**config.mk**
```make
export PLATFORM = sky130hd
export DESIGN_NAME = dsi_rsp_parser
export DESIGN_NICKNAME = d
export VERILOG_FILES = /design/src/rtl/dsi_rsp_parser.sv
export SDC_FILE = /design/constraint.sdc
export NUM_CORES = 1
export LEC_CHECK = 0
export BUFFER_PORTS_ARGS = -buffer_cell sky130_fd_sc_hd__buf_2
export CORE_UTILIZATION = 40
export DETAILED_ROUTE_END_ITERATION = 10
export GPL_TIMING_DRIVEN = 0
export PLACE_DENSITY = 0.6
export SYNTH_ARGS = -nofsm -noshare
export SYNTH_HDL_FRONTEND = slang
export SYNTH_SLANG_ARGS = --single-unit
export TNS_END_PERCENT = 50
```
**constraint.sdc**
```tcl
create_clock -name clk -period 3.6 [get_ports clk]
set_input_delay 0.18 -clock clk [delete_from_list [all_inputs] [get_ports clk]]
set_output_delay 0.18 -clock clk [all_outputs]
set_load 0.05 [all_outputs]
```
**src/rtl/dsi_rsp_parser.sv**
```systemverilog
module dsi_rsp_parser #(
  parameter int LEN_W = 16,
  parameter int CNT_W = 5
) (
  input  logic             clk,
  input  logic             rst_n,
  input  logic             in_valid,
  input  logic [31:0]      in_data,
  input  logic [CNT_W-1:0] word_cnt,
  input  logic [LEN_W-1:0] max_len,
  output logic             out_valid,
  output logic [31:0]      out_data,
  output logic [3:0]       out_keep,
  output logic             done,
  output logic [2:0]       kind,
  output logic [15:0]      err_bits,
  output logic             unhandled,
  output logic [LEN_W-1:0] rx_len
);
  localparam logic [2:0] K_ACK = 3'd1, K_S1 = 3'd2, K_S2 = 3'd3, K_LONG = 3'd4, K_UNK = 3'd5;

  logic             busy;
  logic [CNT_W-1:0] left_q;
  logic [LEN_W-1:0] lim_q, cnt_q, max_q;
  logic [2:0]       kind_q;
  logic [15:0]      err_q;

  logic [2:0]       hk;
  logic [LEN_W-1:0] hsize, hlim;
  logic [2:0]       nb;
  logic [3:0]       keep_p;
  logic [31:0]      pay_data;

  always_comb begin
    unique case (in_data[5:0])
      6'h02:        hk = K_ACK;
      6'h21:        hk = K_S1;
      6'h22:        hk = K_S2;
      6'h1A, 6'h1C: hk = K_LONG;
      default:      hk = K_UNK;
    endcase
  end

  assign hsize  = LEN_W'(in_data[23:8]);
  assign hlim   = (hsize < max_len) ? hsize : max_len;
  assign nb     = (lim_q >= LEN_W'(4)) ? 3'd4 : lim_q[2:0];
  assign keep_p = (busy && kind_q == K_LONG) ? 4'(4'b1111 >> (3'd4 - nb)) : 4'b0000;

  always_comb begin
    for (int k = 0; k < 4; k++)
      pay_data[8*k +: 8] = keep_p[k] ? in_data[8*k +: 8] : 8'h00;
  end

  always_ff @(posedge clk or negedge rst_n) begin
    if (!rst_n) begin
      busy <= 1'b0; left_q <= '0; lim_q <= '0; cnt_q <= '0; max_q <= '0;
      kind_q <= '0; err_q <= '0;
      out_valid <= 1'b0; out_data <= '0; out_keep <= '0;
      done <= 1'b0; kind <= '0; err_bits <= '0; unhandled <= 1'b0; rx_len <= '0;
    end else begin
      out_valid <= 1'b0;
      out_data  <= '0;
      out_keep  <= '0;
      done      <= 1'b0;
      unhandled <= 1'b0;
      if (in_valid) begin
        if (!busy) begin
          logic [LEN_W-1:0] c_n;
          logic [15:0]      e_n;
          c_n = '0;
          e_n = (hk == K_ACK) ? in_data[23:8] : 16'h0000;
          if (hk == K_S1) begin
            out_valid <= 1'b1; out_keep <= 4'b0001; out_data <= {24'h0, in_data[15:8]};
            c_n = LEN_W'(1);
          end else if (hk == K_S2) begin
            out_valid <= 1'b1; out_keep <= 4'b0011; out_data <= {16'h0, in_data[23:8]};
            c_n = LEN_W'(2);
          end
          kind_q <= hk;
          err_q  <= e_n;
          lim_q  <= (hk == K_LONG) ? hlim : '0;
          max_q  <= max_len;
          cnt_q  <= c_n;
          if (word_cnt <= CNT_W'(1)) begin
            done <= 1'b1; kind <= hk; rx_len <= c_n; err_bits <= e_n;
            unhandled <= (hk == K_UNK);
          end else begin
            busy   <= 1'b1;
            left_q <= word_cnt - CNT_W'(1);
          end
        end else begin
          out_valid <= (keep_p != 4'b0000);
          out_keep  <= keep_p;
          out_data  <= pay_data;
          lim_q     <= lim_q - LEN_W'(nb);
          cnt_q     <= cnt_q + LEN_W'(nb);
          left_q    <= left_q - CNT_W'(1);
          if (left_q == CNT_W'(1)) begin
            busy <= 1'b0; done <= 1'b1; kind <= kind_q;
            rx_len <= cnt_q + LEN_W'(nb); err_bits <= err_q;
            unhandled <= (kind_q == K_UNK);
          end
        end
      end
    end
  end

  a_r7_keep_contig: assert property (@(posedge clk) disable iff (!rst_n)
    out_valid |-> (out_keep != 4'b0000 && (out_keep & (out_keep + 4'd1)) == 4'b0000));

  a_r6_len_clamp: assert property (@(posedge clk) disable iff (!rst_n)
    (done && kind == K_LONG) |-> rx_len <= max_q);

  a_r10_unhandled_pulse: assert property (@(posedge clk) disable iff (!rst_n)
    unhandled |-> (done && kind == K_UNK && rx_len == '0));

  a_r3_ack_no_bytes: assert property (@(posedge clk) disable iff (!rst_n)
    (done && kind == K_ACK) |-> rx_len == '0);

  a_r5_short2_len: assert property (@(posedge clk) disable iff (!rst_n)
    (done && kind == K_S2) |-> rx_len == LEN_W'(2));

  a_r8_no_beat_when_idle_kind: assert property (@(posedge clk) disable iff (!rst_n)
    (out_valid && out_keep[2]) |-> kind_q == K_LONG);
endmodule

```
# == Word-level counts from Yosys, hierarchy flattened ==
# Cells that the tools add are included.
# word_totals
word_cells,94
ff_bits,131
# classes
eq_ne,15
addsub,5
muxes,48
bitwise,1
n_lt_le_gt_ge,3
shift,1
n_reduce_logical,7
# op_table
operator,count
$mux 16,13
$mux 32,2
$mux 8,4
$add 16x3->16,1
$ge 16x3->1 const B,1
$lt 16x16->1,1
$sub 16x3->16,1
$mux 1,15
$eq 3x3->1 const B,4
$eq 6x5->1 const B,2
$eq 6x6->1 const B,2
$mux 3,4
$mux 4,3
$pmux 3 s4,1
$mux 5,2
$sub 5x1->5 const B,2
$mux 2,4
$eq 3x2->1 const B,2
$eq 6x2->1 const B,1
$eq 5x1->1 const B,1
$le 5x1->1 const B,1
$reduce_and 2->1,2
$reduce_bool 4->1,1
$shr 4x3->4 const A,1
other kinds (9),9

# == Depth between registers and ports, before layout ==
# logic_depth
word_depth,8
ltp_mapped,11
depth_no_buf,10

# == Worst setup path after synthesis ==
# OpenSTA, ideal clock, no wires.
# synth_path
path_type,reg-to-reg
start,reg lim_q[4]
end,reg rx_len[3]
path_slack_ns,0.642
arrival_time_ns,2.837
stages_incl_launch_ff,12
setup_ns,0.121
t_required_ns,3.479
cell_sequence,dfrtp_1 or4_1 clkbuf_1 nor4_2 inv_1 ha_1 a21oi_1 o31a_1 buf_2 buf_1 xnor2_1 a22o_1
# synth_between
elab_chain_cells,5
# synth_lines
element,line_no,rtl
start: declaration,24,"logic [LEN_W-1:0] lim_q, cnt_q, max_q;"
start signal: assignment,81,lim_q <= (hk == K_LONG) ? hlim : '0;
start signal: assignment,95,lim_q <= lim_q - LEN_W'(nb);
$ge 16x3->1,46,assign nb = (lim_q >= LEN_W'(4)) ? 3'd4 : lim_q[2:0];
$mux 3,46,
$add 16x3->16,100,rx_len <= cnt_q + LEN_W'(nb); err_bits <= err_q;
$mux 16,98,if (left_q == CNT_W'(1)) begin
$mux 16,67,if (!busy) begin
end signal: assignment,100,
end: declaration,18,output logic [LEN_W-1:0] rx_len
# No other way between the ends. The select of a mux whose other input is x is not followed.
# A chain may end at the register's enable or synchronous reset.

# == Worst setup path in the final report ==
# Ends and elaborated chain as after synthesis.

==> reports/summary.txt <==
IO Port Bufs -> 129
Worst Hold Class -> input port to flip-flop
Root Buffer -> clkbuf_16
Area grow syn2layout -> 22.8%
Syn Area/Cell -> 9.26 sq um
Period utilisation layout -> 92.4%
Outcome -> finished, final reports clean
HPWL after detailed placement -> 15000 um
Crit path kind -> flip-flop to flip-flop
Fill count -> 1644
Setup Buffers After CTS -> 0
Post-route DRC -> 0
Clock buffer depth -> 2
Lkg Pwr -> 4.00 nW
WL/cell -> 17.8 um
GRT Max-Usage Layer -> met2
DRT iter0 DRCs -> 370
Number of enable flip-flop cells after synthesis -> 0
Via count -> 6328
Routing usage on met3 -> 4.72%
Worst Path Arrival -> 3.63 ns
Final wirelength -> 20300 um
Max Clock Freq -> 301 MHz
Top FF cell, synth -> dfrtp_1
Max Slew Vio Count -> 0
GRT Residual Overflow -> 0
Cell with the most instances after synthesis -> dfrtp_1
DRT Pass-1 Iters -> 5
TritonCTS Buffers -> 17
Post-layout util -> 51.0%
Sequential share of the synthesized area -> 46.9%
Routability cong. -> 0.865
Clock Latency Late Sink -> 0.42 ns
Via count of the first global-routing pass -> 6126
Yosys cell types -> 64
I/O Pins -> 130
Top-area cell type share of the netlist area -> 46.9%
Mapped Cells -> 755
Storage cell area -> 0.00328 sq mm
Met2 Usage GRT -> 38.2%
Most area-consuming cells after synthesis -> dfrtp_1 47%, nand2_1 6.7%, ha_1 4.3%
Startpoint types -> flip-flop
Commonest cells in the synthesized netlist -> 131 x dfrtp_1, 124 x nand2_1, 53 x o21ai_0
Flops & latches, synth -> 131
Area after DPL -> 0.00795 sq mm
Global Route met1 Usage -> 31.5%
Area of the mapped netlist -> 0.00699 sq mm
H-Tree Depth -> 4
Worst Skew -> 0.0123 ns
Die Y -> 134 um
Area of the core -> 0.0168 sq mm
Worst hold slack -> 0.0119 ns
CP required -> 3.91 ns
CP max FO -> 10
Post-layout net count -> 991
Num Clock Sinks -> 131
Vias/cell -> 5.54
Ys Warns -> 0
Tot GR Track Use -> 23.5%
Multi-input gate area -> 0.00342 sq mm
Post-synthesis net count -> 836
# rows -> 47
Initial antenna violation count -> 0
Max rail drop VDD -> 0.000432 V
Share of cells above drive strength 1 -> 21.0%
Critical path endpoint category -> flip-flop
Worst Tran Pin Value -> 1.10 ns
CTS tree -> done
Design area -> 0.00859 sq mm
DIE WIDTH -> 134 um
CTS clock-pin slew for the worst setup and hold paths -> 0.07 ns
First-pass GRT wire length -> 32800 um
Power Density -> 790 mW/mm^2
Final count of hold timing violations -> 0
Antenna-violating nets left -> 0
Async set-reset flop share out of synthesis -> 100%
Yosys top cell by area -> dfrtp_1
Slew margin rel. -> 26.1%
Unrepaired setup endpoints after global routing -> false
Final min period -> 3.33 ns
Setup TNS -> 0 ns
MaxCap Viol Count -> 0
Initial Utilization -> 41.6%
Largest net degree at the start of global routing -> 67
Antenna diode count -> 0
Final setup violation count -> 0
Die ar. -> 0.0180 sq mm
[path summary, 6_finish.rpt]
check                      cells after the start            to  startpoint  slack (ns)
max in group asynchronous                      3      cnt_q[8]       rst_n        2.56
max reg2reg                                   11     rx_len[3]    lim_q[4]        0.27
min in group asynchronous                      2  out_data[27]       rst_n        0.30
min                                            3   out_data[7]  in_data[7]        0.01
max                                           11     rx_len[3]    lim_q[4]        0.27
min reg2reg                                    2     rx_len[1]   rx_len[1]        0.47
[worst max-delay path, stage by stage (launching register included)]
cell and delay [ns]:
dfrtp_1 0.45, or4_1 0.53, clkbuf_1 0.24, nor4_4 0.24
inv_1 0.17, ha_1 0.36, a21oi_1 0.25, o31a_1 0.20
buf_2 0.22, clkbuf_2 0.28, xnor2_1 0.09, a22o_1 0.21
[timing repair]
item                       CTS  global route
setup endpoints to repair    0            10
hold endpoints to repair    70             0
hold buffers                 6             0
resized for setup            0             2
[cell type report]
class                      instances  area share, %
sequential                       131           38.2
buffer                            51           2.30
inverter                          28           1.22
clock inverter                    13           1.34
timing repair buffer             136           8.61
multi-input combinational        545           39.9
clock buffer                      19           5.28
tap                              220           3.21
[per-layer routing]
layer | routed length [um] | share of wire [%]
met5 | 0 | 0
met2 | 9510 | 47
met4 | 338 | 1.7
met3 | 1130 | 5.5
met1 | 9330 | 46
[per-stage QoR]
stage          std cells  total power, mW  setup slack [ns]
6_report            1143             6.79             0.272
5_1_grt             1143             7.18            0.0604
4_1_cts             1143             6.82            0.0782
3_5_place_dp        1105             5.14            0.0853
3_3_place_gp        1104             5.10             0.136
2_1_floorplan        755             4.35             0.642
[kinds of logic (layout without fill, tap and decap cells)]
group | count (synthesis) | count (layout) | share of synthesized area [%]
adders and majority gates | 25 | 25 | 4.58
xor gates and xnor gates | 12 | 12 | 1.50
AOI/OAI and AO/OA | 183 | 183 | 17.7
muxes | 26 | 26 | 4.04
DFF | 131 | 131 | 46.9
and+or+nand+nor | 298 | 298 | 20.9
buffers and inverters | 79 | 247 | 4.31
other | 1 | 1 | 0.0536
[cells in the final DEF (no fill, tap or decap), types with 7 or more instances in the layout]
master / count
buf_2: 131
dfrtp_1: 131
or3_1: 7
xnor2_1: 7
clkbuf_1: 45
nor3_1: 19
nand4_1: 25
ha_1: 24
nor4_1: 8
nor2_1: 37
mux2_2: 18
a22o_1: 10
a221oi_1: 8
inv_1: 27
nand2_1: 124
mux2i_1: 8
clkbuf_16: 17
and3_1: 24
o211ai_1: 27
nand3_1: 18
a22oi_1: 11
and2_1: 7
o21ai_0: 53
a21oi_1: 24
o31ai_1: 7
[where the power goes]
part	internal, mW	switching, mW	total, mW
sequential	1.92	0.333	2.26
combinational	0.852	2.02	2.87
clock	0.941	0.720	1.66
[flip-flops by register name (all words and copies together) (netlist names)]
name and cells:
left_q 5, done 1, out_valid 1, err_q 16, out_keep 4, unhandled 1
busy 1, err_bits 16, lim_q 16, kind 3, rx_len 16, cnt_q 16
out_data 32, kind_q 3
No activity file was read; power rests on OpenSTA's default activity.
